$ cat src/rtl/keylock_pkg.sv
package keylock_pkg;

    typedef enum logic [1:0] {
        ST_ARMED  = 2'd0,
        ST_OPEN   = 2'd1,
        ST_SEALED = 2'd2
    } lock_state_e;

endpackage

$ cat src/rtl/keylock_idle_timer.sv
module keylock_idle_timer #(
    parameter int TIMEOUT = 32
) (
    input  logic clk,
    input  logic rst_n,
    input  logic win_open,
    input  logic touch,
    output logic expire
);
    localparam int CNT_W = $clog2(TIMEOUT);
    localparam int LIMIT = TIMEOUT - 2;

    logic [CNT_W-1:0] idle_q;

    always_ff @(posedge clk or negedge rst_n) begin
        if (!rst_n) begin
            idle_q <= '0;
        end else if (!win_open || touch) begin
            idle_q <= '0;
        end else begin
            idle_q <= idle_q + 1'b1;
        end
    end

    // Closing on the edge with count LIMIT means an access k = TIMEOUT-1
    // cycles later still lands, and k = TIMEOUT finds the window shut.
    always_comb begin
        expire = win_open && !touch && (idle_q == CNT_W'(LIMIT));
    end

    a_r3_idle_bound: assert property (@(posedge clk) disable iff (!rst_n)
        win_open |-> (idle_q <= CNT_W'(LIMIT)));

endmodule

$ cat src/rtl/keylock_seq.sv
module keylock_seq
    import keylock_pkg::*;
(
    input  logic clk,
    input  logic rst_n,
    input  logic key_good,
    input  logic key_bad,
    input  logic expire,
    input  logic permit,
    output logic win_open
);
    lock_state_e state_q;
    lock_state_e state_d;

    always_ff @(posedge clk or negedge rst_n) begin
        if (!rst_n) begin
            state_q <= ST_ARMED;
        end else begin
            state_q <= state_d;
        end
    end

    always_comb begin
        state_d = state_q;
        unique case (state_q)
            ST_ARMED: begin
                if (key_good) state_d = ST_OPEN;
            end
            ST_OPEN: begin
                if (key_bad || expire) state_d = permit ? ST_ARMED : ST_SEALED;
            end
            ST_SEALED: begin
                state_d = ST_SEALED;
            end
            default: state_d = ST_ARMED;
        endcase
    end

    always_comb begin
        win_open = (state_q == ST_OPEN);
    end

    a_r2_open_needs_key: assert property (@(posedge clk) disable iff (!rst_n)
        (win_open && !$past(win_open)) |-> $past(key_good));

    a_r6_sealed_sticky: assert property (@(posedge clk) disable iff (!rst_n)
        (state_q == ST_SEALED) |=> (state_q == ST_SEALED) && !win_open);

    a_r8_bad_key_closes: assert property (@(posedge clk) disable iff (!rst_n)
        (win_open && key_bad) |=> !win_open);

endmodule

$ cat src/rtl/keylock_map_bank.sv
module keylock_map_bank #(
    parameter int N_MAPS = 4,
    parameter int MAP_W  = 6,
    parameter int IDX_W  = 2
) (
    input  logic                    clk,
    input  logic                    rst_n,
    input  logic                    wr_stb,
    input  logic [IDX_W-1:0]        wr_idx,
    input  logic [MAP_W-1:0]        wr_val,
    output logic [N_MAPS*MAP_W-1:0] regs_flat
);
    for (genvar g = 0; g < N_MAPS; g++) begin : g_map
        logic [MAP_W-1:0] sel_q;

        always_ff @(posedge clk or negedge rst_n) begin
            if (!rst_n) begin
                sel_q <= MAP_W'(g);
            end else if (wr_stb && (wr_idx == IDX_W'(g))) begin
                sel_q <= wr_val;
            end
        end

        assign regs_flat[g*MAP_W +: MAP_W] = sel_q;
    end

endmodule

$ cat src/rtl/keylock_ctrl.sv
module keylock_ctrl #(
    parameter int          N_MAPS  = 4,
    parameter int          MAP_W   = 6,
    parameter int          DATA_W  = 16,
    parameter int          ADDR_W  = 4,
    parameter int          TIMEOUT = 32,
    parameter logic [15:0] KEY_VAL = 16'h2D52,
    parameter logic [15:0] SIG_VAL = 16'hA5C3
) (
    input  logic                    clk,
    input  logic                    rst_n,
    input  logic [ADDR_W-1:0]       addr,
    input  logic                    wr_en,
    input  logic [DATA_W-1:0]       wr_data,
    input  logic                    rd_en,
    output logic [DATA_W-1:0]       rd_data,
    output logic [N_MAPS*MAP_W-1:0] pin_sel
);
    localparam int IDX_W    = (N_MAPS > 1) ? $clog2(N_MAPS) : 1;
    localparam int KEY_ADR  = 0;
    localparam int CTL_ADR  = 1;
    localparam int MAP_BASE = 2;

    logic              is_key, is_ctl, is_map;
    logic [ADDR_W-1:0] addr_off;
    logic [IDX_W-1:0]  map_idx;
    logic              key_good, key_bad, touch, expire, win_open;
    logic              permit_q;

    always_comb begin
        addr_off = addr - ADDR_W'(MAP_BASE);
        is_key   = (addr == ADDR_W'(KEY_ADR));
        is_ctl   = (addr == ADDR_W'(CTL_ADR));
        is_map   = (addr >= ADDR_W'(MAP_BASE)) && (addr_off < ADDR_W'(N_MAPS));
        map_idx  = IDX_W'(addr_off);
        key_good = wr_en && is_key && (wr_data == DATA_W'(KEY_VAL));
        key_bad  = wr_en && is_key && (wr_data != DATA_W'(KEY_VAL));
        touch    = win_open && ((wr_en && (is_map || is_ctl)) || key_good
                                || (rd_en && is_map));
    end

    always_ff @(posedge clk or negedge rst_n) begin
        if (!rst_n) begin
            permit_q <= 1'b0;
        end else if (win_open && wr_en && is_ctl) begin
            permit_q <= wr_data[0];
        end
    end

    keylock_idle_timer #(.TIMEOUT(TIMEOUT)) u_timer (
        .clk      (clk),
        .rst_n    (rst_n),
        .win_open (win_open),
        .touch    (touch),
        .expire   (expire)
    );

    keylock_seq u_seq (
        .clk      (clk),
        .rst_n    (rst_n),
        .key_good (key_good),
        .key_bad  (key_bad),
        .expire   (expire),
        .permit   (permit_q),
        .win_open (win_open)
    );

    keylock_map_bank #(.N_MAPS(N_MAPS), .MAP_W(MAP_W), .IDX_W(IDX_W)) u_bank (
        .clk       (clk),
        .rst_n     (rst_n),
        .wr_stb    (win_open && wr_en && is_map),
        .wr_idx    (map_idx),
        .wr_val    (wr_data[MAP_W-1:0]),
        .regs_flat (pin_sel)
    );

    always_comb begin
        rd_data = '0;
        if (rd_en) begin
            if (is_key) begin
                rd_data = DATA_W'(SIG_VAL);
            end else if (is_ctl) begin
                rd_data = DATA_W'({!win_open, permit_q});
            end else if (is_map) begin
                for (int i = 0; i < N_MAPS; i++) begin
                    if (map_idx == IDX_W'(i)) rd_data = DATA_W'(pin_sel[i*MAP_W +: MAP_W]);
                end
            end
        end
    end

    a_r5_locked_hold: assert property (@(posedge clk) disable iff (!rst_n)
        !win_open |=> $stable(pin_sel));

    a_r9_signature: assert property (@(posedge clk) disable iff (!rst_n)
        (rd_en && is_key) |-> (rd_data == DATA_W'(SIG_VAL)));

endmodule

$ cat config.mk
export PLATFORM = sky130hd
export DESIGN_NAME = keylock_ctrl
export DESIGN_NICKNAME = d
export VERILOG_FILES = /design/src/rtl/keylock_pkg.sv /design/src/rtl/keylock_idle_timer.sv /design/src/rtl/keylock_seq.sv /design/src/rtl/keylock_map_bank.sv /design/src/rtl/keylock_ctrl.sv
export SDC_FILE = /design/constraint.sdc
export NUM_CORES = 1
export LEC_CHECK = 0
export ABC_AREA = 1
export ABC_CLOCK_PERIOD_IN_PS = 1700
export BUFFER_PORTS_ARGS = -buffer_cell sky130_fd_sc_hd__buf_2
export CAP_MARGIN = 20
export CORE_ASPECT_RATIO = 1.4
export CORE_MARGIN = 2
export CORE_UTILIZATION = 50
export CTS_CLUSTER_DIAMETER = 30
export DETAILED_ROUTE_END_ITERATION = 16
export PLACE_DENSITY = 0.8
export SLEW_MARGIN = 25
export SYNTH_ARGS = -nofsm -noshare
export SYNTH_HDL_FRONTEND = slang
export SYNTH_SLANG_ARGS = --single-unit
$ cat constraint.sdc
create_clock -name clk -period 1.7 [get_ports clk]
set_clock_uncertainty 0.2 [all_clocks]
set_input_delay 0 -clock clk [delete_from_list [all_inputs] [get_ports clk]]
set_output_delay 0 -clock clk [all_outputs]
set_load 0.01 [all_outputs]
==> reports/results.tsv, run 1 <==
metric	value	unit
status	completed	
Rows	26	
Final Util	0.656	
#FFs+latches synth	32	
gp weighted congestion	0.898	
I/O pin count	64	
highest routed layer	met4	
Final Cycle Share	0.997	
post-route setup slack	0.00542	ns
reg2reg end	u_bank.g_map[1].sel_q[3]	
largest net degree at the start of global routing	33	
CP arrival	1.67	ns
most frequent CP cell	nand2_1	
Routed Antenna Nets	0	
post-DP HPWL	3190	microns
combinational family with the most area after synthesis	simple AND/OR/NAND/NOR gates	
TritonRoute pass-1 iters	4	
via count	1775	
Hold EP	u_seq.state_q[0]	
Adder-Cell Fraction of Synth Area	0.0268	
power density cells	777	mW/mm^2
Hold Fails Final Rpt	0	
simple-gate portion of the synthesized area	0.248	
R2R Setup Slk	0.005	ns
min-delay src	wr_data[7]	
via/cell ratio	5.12	
routed len/inst	12.8	microns
Leak	1.24	nW
mux share of post-synthesis cell area	0	
final WL	4450	microns
Max stage delay on crit path	0.40	ns
Max IR drop VDD	0.601	mV
Met1 Wirelength	1880	microns
CTS max path bufs	2	
Slew @ Worst Pin	0.708	ns
worst path required time	1.67	ns
DRC violations left	0	
Avg Cell Area, Syn	8.02	sq um
hold-critical path depth	8	
vias in the first global route	1639	
area leader, netlist	dfrtp_1	
CORE AREA	0.00361	sq mm
Mapped Cells	233	
Mapped Area	0.00187	sq mm
Setup TNS	0	ns
MaxCap Viol Count	0	
synth cell count leaders	66 x nand2_1, 28 x dfrtp_1, 26 x nor2_1	
area fraction in compound gates after synthesis	0.157	
most frequent cell after synthesis	nand2_1	
RSZ-0062 raised after global routing	true	
Synth area leaders	dfrtp_1 38%, nand2_1 13%, dfstp_2 5.6%	
Die ar.	0.00425	sq mm
layout cells sized above 1	0.334	
die width	55.7	microns
Tmin final	1.69	ns
Clock Latency Late Sink	0.29	ns
commonest register cell after synthesis	dfrtp_1	
Area Overhead vs Synth	26.7	%
DRT iter0 DRCs	49	
PortBufs	59	
post-synthesis xor/xnor area fraction	0.0141	
Synth async-reset ratio	1.00	
library cells used by synthesis	30	
Setup violations, final	0	
hold slack	0.00601	ns
Post-synth EDFFs	0	
FF-to-FF Start	u_seq.state_q[1]	
Total GRT Usage	0.222	
CTS Buf Count	5	
dpl cells	326	
Critical Path Slowest Stage Cell	dfrtp_1	
Starting Density	0.517	
Max Slew Vio Count	0	
yosys warns	0	
Top Family by Delay on Critical Path	simple AND/OR/NAND/NOR gates	
Rel. slew slack	0.528	
fin cells	347	
total clock sinks	32	
CTS tree	built	
crit start category	flop	
Root Buffer	clkbuf_8	
metal3 WL	322	microns
Critical Path End Type	flop	
HP Class	input port to flop	
CP bufs+invs	0	
critical path class	flop to flop	
Place WS	0.0274	ns
top-area cell type share of the netlist area	0.375	
fmax	590	MHz
Clk pin slew, worst setup/hold paths	0.07	ns
Worst Reg-to-Reg Cells	6	
crit path cell chain	nor2_2 > nand2_1 > nor2_4 > nand2_1 > nand2_1 > o21ai_2	
# diodes	0	
Die Y	76.3	microns
htree depth	2	
initial antenna violation count	0	
Layout Nets	332	
global route overflow	0	
first-pass GRT wire length	7410	microns
worst-path maximum fanout	12	
met2 wire length	2160	microns
post-synthesis sequential area ratio	0.431	
==> worst reg2reg max path: stages, from the launching register on <==
cell     delay, ns
dfrtp_1       0.40
nor2_2        0.13
nand2_1       0.12
nor2_4        0.19
nand2_1       0.31
nand2_1       0.17
o21ai_2       0.06
==> metal layers <==
| layer | global-route usage | vias up |
|---|---|---|
| met2 | 0.346 | 79 |
| met3 | 0.0424 | 7 |
| met1 | 0.298 | 815 |
| li1 | - | 874 |
| met5 | 0 | - |
| met4 | 0.102 | 0 |
==> through the flow <==
step	total power [mW]	cell area, sq um
after floorplan	1.09	1880
after global placement	1.23	2120
after detailed placement	1.23	2120
after CTS	1.85	2330
after global routing	1.95	2370
final	1.84	2370
==> logic make-up after synthesis <==
logic type                 Yosys count
xor gates and xnor gates             3
other                                1
AOI/OAI and AO/OA                   48
and+or+nand+nor                    107
buffers and inverters               38
DFF                                 32
adders and majority gates            4
==> worst max path at each step <==
stage | depth (start not counted) | end | start | slack [ns]
6_report | 6 | u_bank.g_map[1].sel_q[3] | u_seq.state_q[1] | 0.005
5_1_grt | 6 | u_bank.g_map[1].sel_q[3] | u_seq.state_q[1] | -0.09
4_1_cts | 6 | rd_data[1] | u_bank.g_map[0].sel_q[1] | 0.02
3_5_place_dp | 10 | u_bank.g_map[1].sel_q[3] | addr[1] | 0.03
3_3_place_gp | 10 | u_bank.g_map[1].sel_q[3] | addr[1] | 0.03
2_1_floorplan | 11 | u_bank.g_map[2].sel_q[0] | addr[1] | 0.22
==> power by group <==
group | internal [mW] | leakage (nW) | total, mW | switching [mW]
logic | 0.154 | 0.771 | 0.356 | 0.202
clock network | 0.289 | 0.0404 | 0.587 | 0.298
registers | 0.836 | 0.426 | 0.897 | 0.0611
==> cell usage in the layout, fill, tap and decap left out, drive strengths merged <==
cell / count
nand3: 8
a211oi: 1
xnor2: 1
dfrtp: 28
a31o: 1
clkinv: 1
nand2: 68
nor3: 1
inv: 23
a21oi: 7
clkbuf: 5
conb: 4
nor3b: 1
xor2: 2
a31oi: 1
o21ai: 37
nor2: 29
clkinvlp: 2
o221ai: 1
ha: 4
buf: 64
dfstp: 4
dlygate4sd3: 12
==> registers in the layout, summed over array words and instances, names as in the netlist <==
register and flops:
u_timer.idle_q 5, u_bank.g_map.sel_q 24, u_seq.state_q 2, permit_q 1
==> cell type report <==
type / instances / area (sq um)
fillers: 316 / 1240
well taps: 42 / 52.6
clock buffers: 5 / 68.8
multi-input cells: 166 / 868
inverters: 23 / 91.3
repair buffers: 76 / 457
flip-flops and latches: 32 / 806
clock inverters: 3 / 23.8
==> repair_timing <==
action                                 CTS  global route
hold buffers                            12             0
gates resized for setup                  0             7
setup buffers                            0             1
setup endpoints to repair                0            28
endpoints found under the hold margin   64             0
(Power assumes the default switching activity.)
==> run 2: changes to the inputs <==
CORE_MARGIN = 5   (was 2)
==> run 2 against run 1 <==
  * Sequential cell count did not move
  * Core utilization decreased by 1.2 points
  * Wire length rose by 4.0%
  * Sequential power is essentially flat
  * Worst hold slack got worse by 0.0010 ns
  * Combinational power decreased by 2%
  * Register-to-register slack gained 0.05 ns
  * Count of clock-buffer cells in the layout up 2
  * Die area grew 19%
  * Critical path type unchanged
  * Largest cell class unchanged
==> reports/results.tsv, run 2 (synthesis results as in run 1) <==
metric	value	unit	change
Max Slew Vio Count	0		unchanged
CTS Buf Count	5		unchanged
Starting Density	0.513		-0.00462
Routed Antenna Nets	0		unchanged
Int Power	1.50	mW	+17%
Total GRT Usage	0.197		-0.0251
Setup violations, final	0		unchanged
first-pass GRT wire length	7420	microns	+0.19%
Switching Share	0.260		-0.0450
Max IR drop VDD	0.627	mV	+4.3%
TritonRoute pass-1 iters	4		unchanged
Tmin final	1.64	ns	-0.0548 ns
vias in the first global route	1635		-0.24%
CTS tree	built		
Largest register FFs	24		unchanged
CP arrival	1.60	ns	-0.07 ns
crit start category	flop		
Regs by FF count	u_bank.g_map.sel_q x24, u_timer.idle_q x5, u_seq.state_q x2		
CORE AREA	0.00364	sq mm	+0.90%
MaxCap Viol Count	0		unchanged
Critical Path End Type	flop		
Final Util	0.644		-0.0117
Slew @ Worst Pin	0.708	ns	-0.000576 ns
Sw Pwr	0.527	mW	-6.2%
DRT iter0 DRCs	68		+39%
combinational power share	0.172		-0.021
htree depth	2		unchanged
Clock Latency Late Sink	0.27	ns	-0.02 ns
post-DP HPWL	3460	microns	+8.4%
RSZ-0062 raised after global routing	true		
Rows	26		unchanged
post-CTS setup buffer count	0		unchanged
Largest Register	u_bank.g_map.sel_q		
Area Overhead vs Synth	25.6	%	
largest net degree at the start of global routing	33		unchanged
die width	61.7	microns	+11%
worst path required time	1.66	ns	about the same
power density cells	864	mW/mm^2	+11%
Die ar.	0.00508	sq mm	+19%
status	completed		
gp weighted congestion	0.854		-4.8%
HP Class	input port to flop		
hold slack	0.00501	ns	-0.000996 ns
CTS max path bufs	2		unchanged
Leak	1.24	nW	+0.41%
commonest non-fill, non-tap cells in the layout	65 x nand2_1, 59 x buf_2, 28 x dfrtp_1, 25 x nor2_1, 20 x inv_1		
Final Cycle Share	0.965		-0.0322
Layout Nets	328		-1.2%
# diodes	0		unchanged
sequential power share	0.443		-0.045
DRC violations left	0		unchanged
total clock sinks	32		unchanged
Setup TNS	0	ns	unchanged
Rel. slew slack	0.528		about the same
Die Y	82.3	microns	+7.9%
Clk pwr share	0.385		+0.066
global route overflow	0		unchanged
layout cells sized above 1	0.336		+0.00112
final WL	4630	microns	+4.0%
fmax	610	MHz	+3.3%
via count	1736		-2.2%
Fillers	327		+3.5%
worst-path maximum fanout	12		unchanged
I/O pin count	64		unchanged
PortBufs	59		unchanged
critical path class	flop to flop		
Hold Fails Final Rpt	0		unchanged
Clk pin slew, worst setup/hold paths	0.06	ns	about the same
via/cell ratio	5.06		-1.1%
commonest non-fill, non-tap cell in the layout	nand2_1		
routed len/inst	13.5	microns	+5.3%
Root Buffer	clkbuf_8		
initial antenna violation count	0		unchanged
==> run 2: changes by cell type in the layout (fill, tap and decap cells not counted), sizes merged <==
cell	before	now
dlygate4sd3	12	8
clkbuf	5	7
clkinvlp	2	0
bufinv	0	1
clkinv	1	0
==> run 2: critical path, stage by stage (launching register included) <==
cell and delay [ns]:
dfrtp_1 0.40, nor2_2 0.13, nand2_1 0.11, nor2_4 0.17, nand3_2 0.28, nand2_1 0.17, o21ai_2 0.06
==> run 2: layout make-up <==
type	instances	area (sq um)	share of cell area
multi-input cells	166	857	0.365
flip-flops and latches	32	806	0.343
repair buffers	72	413	0.176
clock buffers	7	96.3	0.0411
inverters	23	91.3	0.0389
well taps	42	52.6	0.0224
clock inverters	1	30.0	0.0128
==> run 2: path summary, 6_finish.rpt <==
check | start | end | slack, ns | cells after the start
worst max-delay path | u_seq.state_q[1] | u_bank.g_map[2].sel_q[5] | 0.06 | 6
worst min-delay path | wr_data[14] | u_seq.state_q[0] | 0.005 | 8
worst max register to register | u_seq.state_q[1] | u_bank.g_map[2].sel_q[5] | 0.06 | 6
worst min register to register | u_bank.g_map[1].sel_q[0] | u_bank.g_map[1].sel_q[0] | 0.29 | 2
max in group asynchronous | rst_n | permit_q | 0.74 | 2
min in group asynchronous | rst_n | u_bank.g_map[3].sel_q[4] | 0.10 | 2
==> run 2: per-stage QoR <==
| step | std cells | worst slack [ns] | instance area [sq um] | power [mW] |
|---|---|---|---|---|
| 2_1_floorplan | 236 | 0.216 | 1880 | 1.09 |
| 3_3_place_gp | 327 | 0.0466 | 2130 | 1.23 |
| 3_5_place_dp | 327 | 0.000163 | 2130 | 1.24 |
| 4_1_cts | 343 | 0.0608 | 2340 | 2.04 |
| 5_1_grt | 343 | -0.0378 | 2350 | 2.13 |
| 6_report | 343 | 0.0602 | 2350 | 2.03 |
==> run 2: power groups by stage <==
| stage | clock [mW] | sequential [mW] | combinational (mW) |
|---|---|---|---|
| after floorplan | 0 | 0.922 | 0.173 |
| after global placement | 0 | 0.907 | 0.325 |
| after detailed placement | 0 | 0.908 | 0.333 |
| after CTS | 0.793 | 0.895 | 0.348 |
| after global routing | 0.833 | 0.905 | 0.390 |
| final | 0.780 | 0.897 | 0.349 |
==> run 2: routing by layer <==
| metal | up-vias | GRT usage | wire [microns] |
|---|---|---|---|
| met1 | 795 | 0.244 | 1940 |
| li1 | 864 | - | - |
| met3 | 10 | 0.0420 | 312 |
| met2 | 67 | 0.326 | 2270 |
| met5 | - | 0 | 0 |
| met4 | 0 | 0.0828 | 110 |
==> run 2: timing repair <==
item | in CTS | in global routing
resized for setup | 0 | 6
hold buffers | 8 | 0
hold endpoints to repair | 64 | 0
setup endpoints to repair | 0 | 18
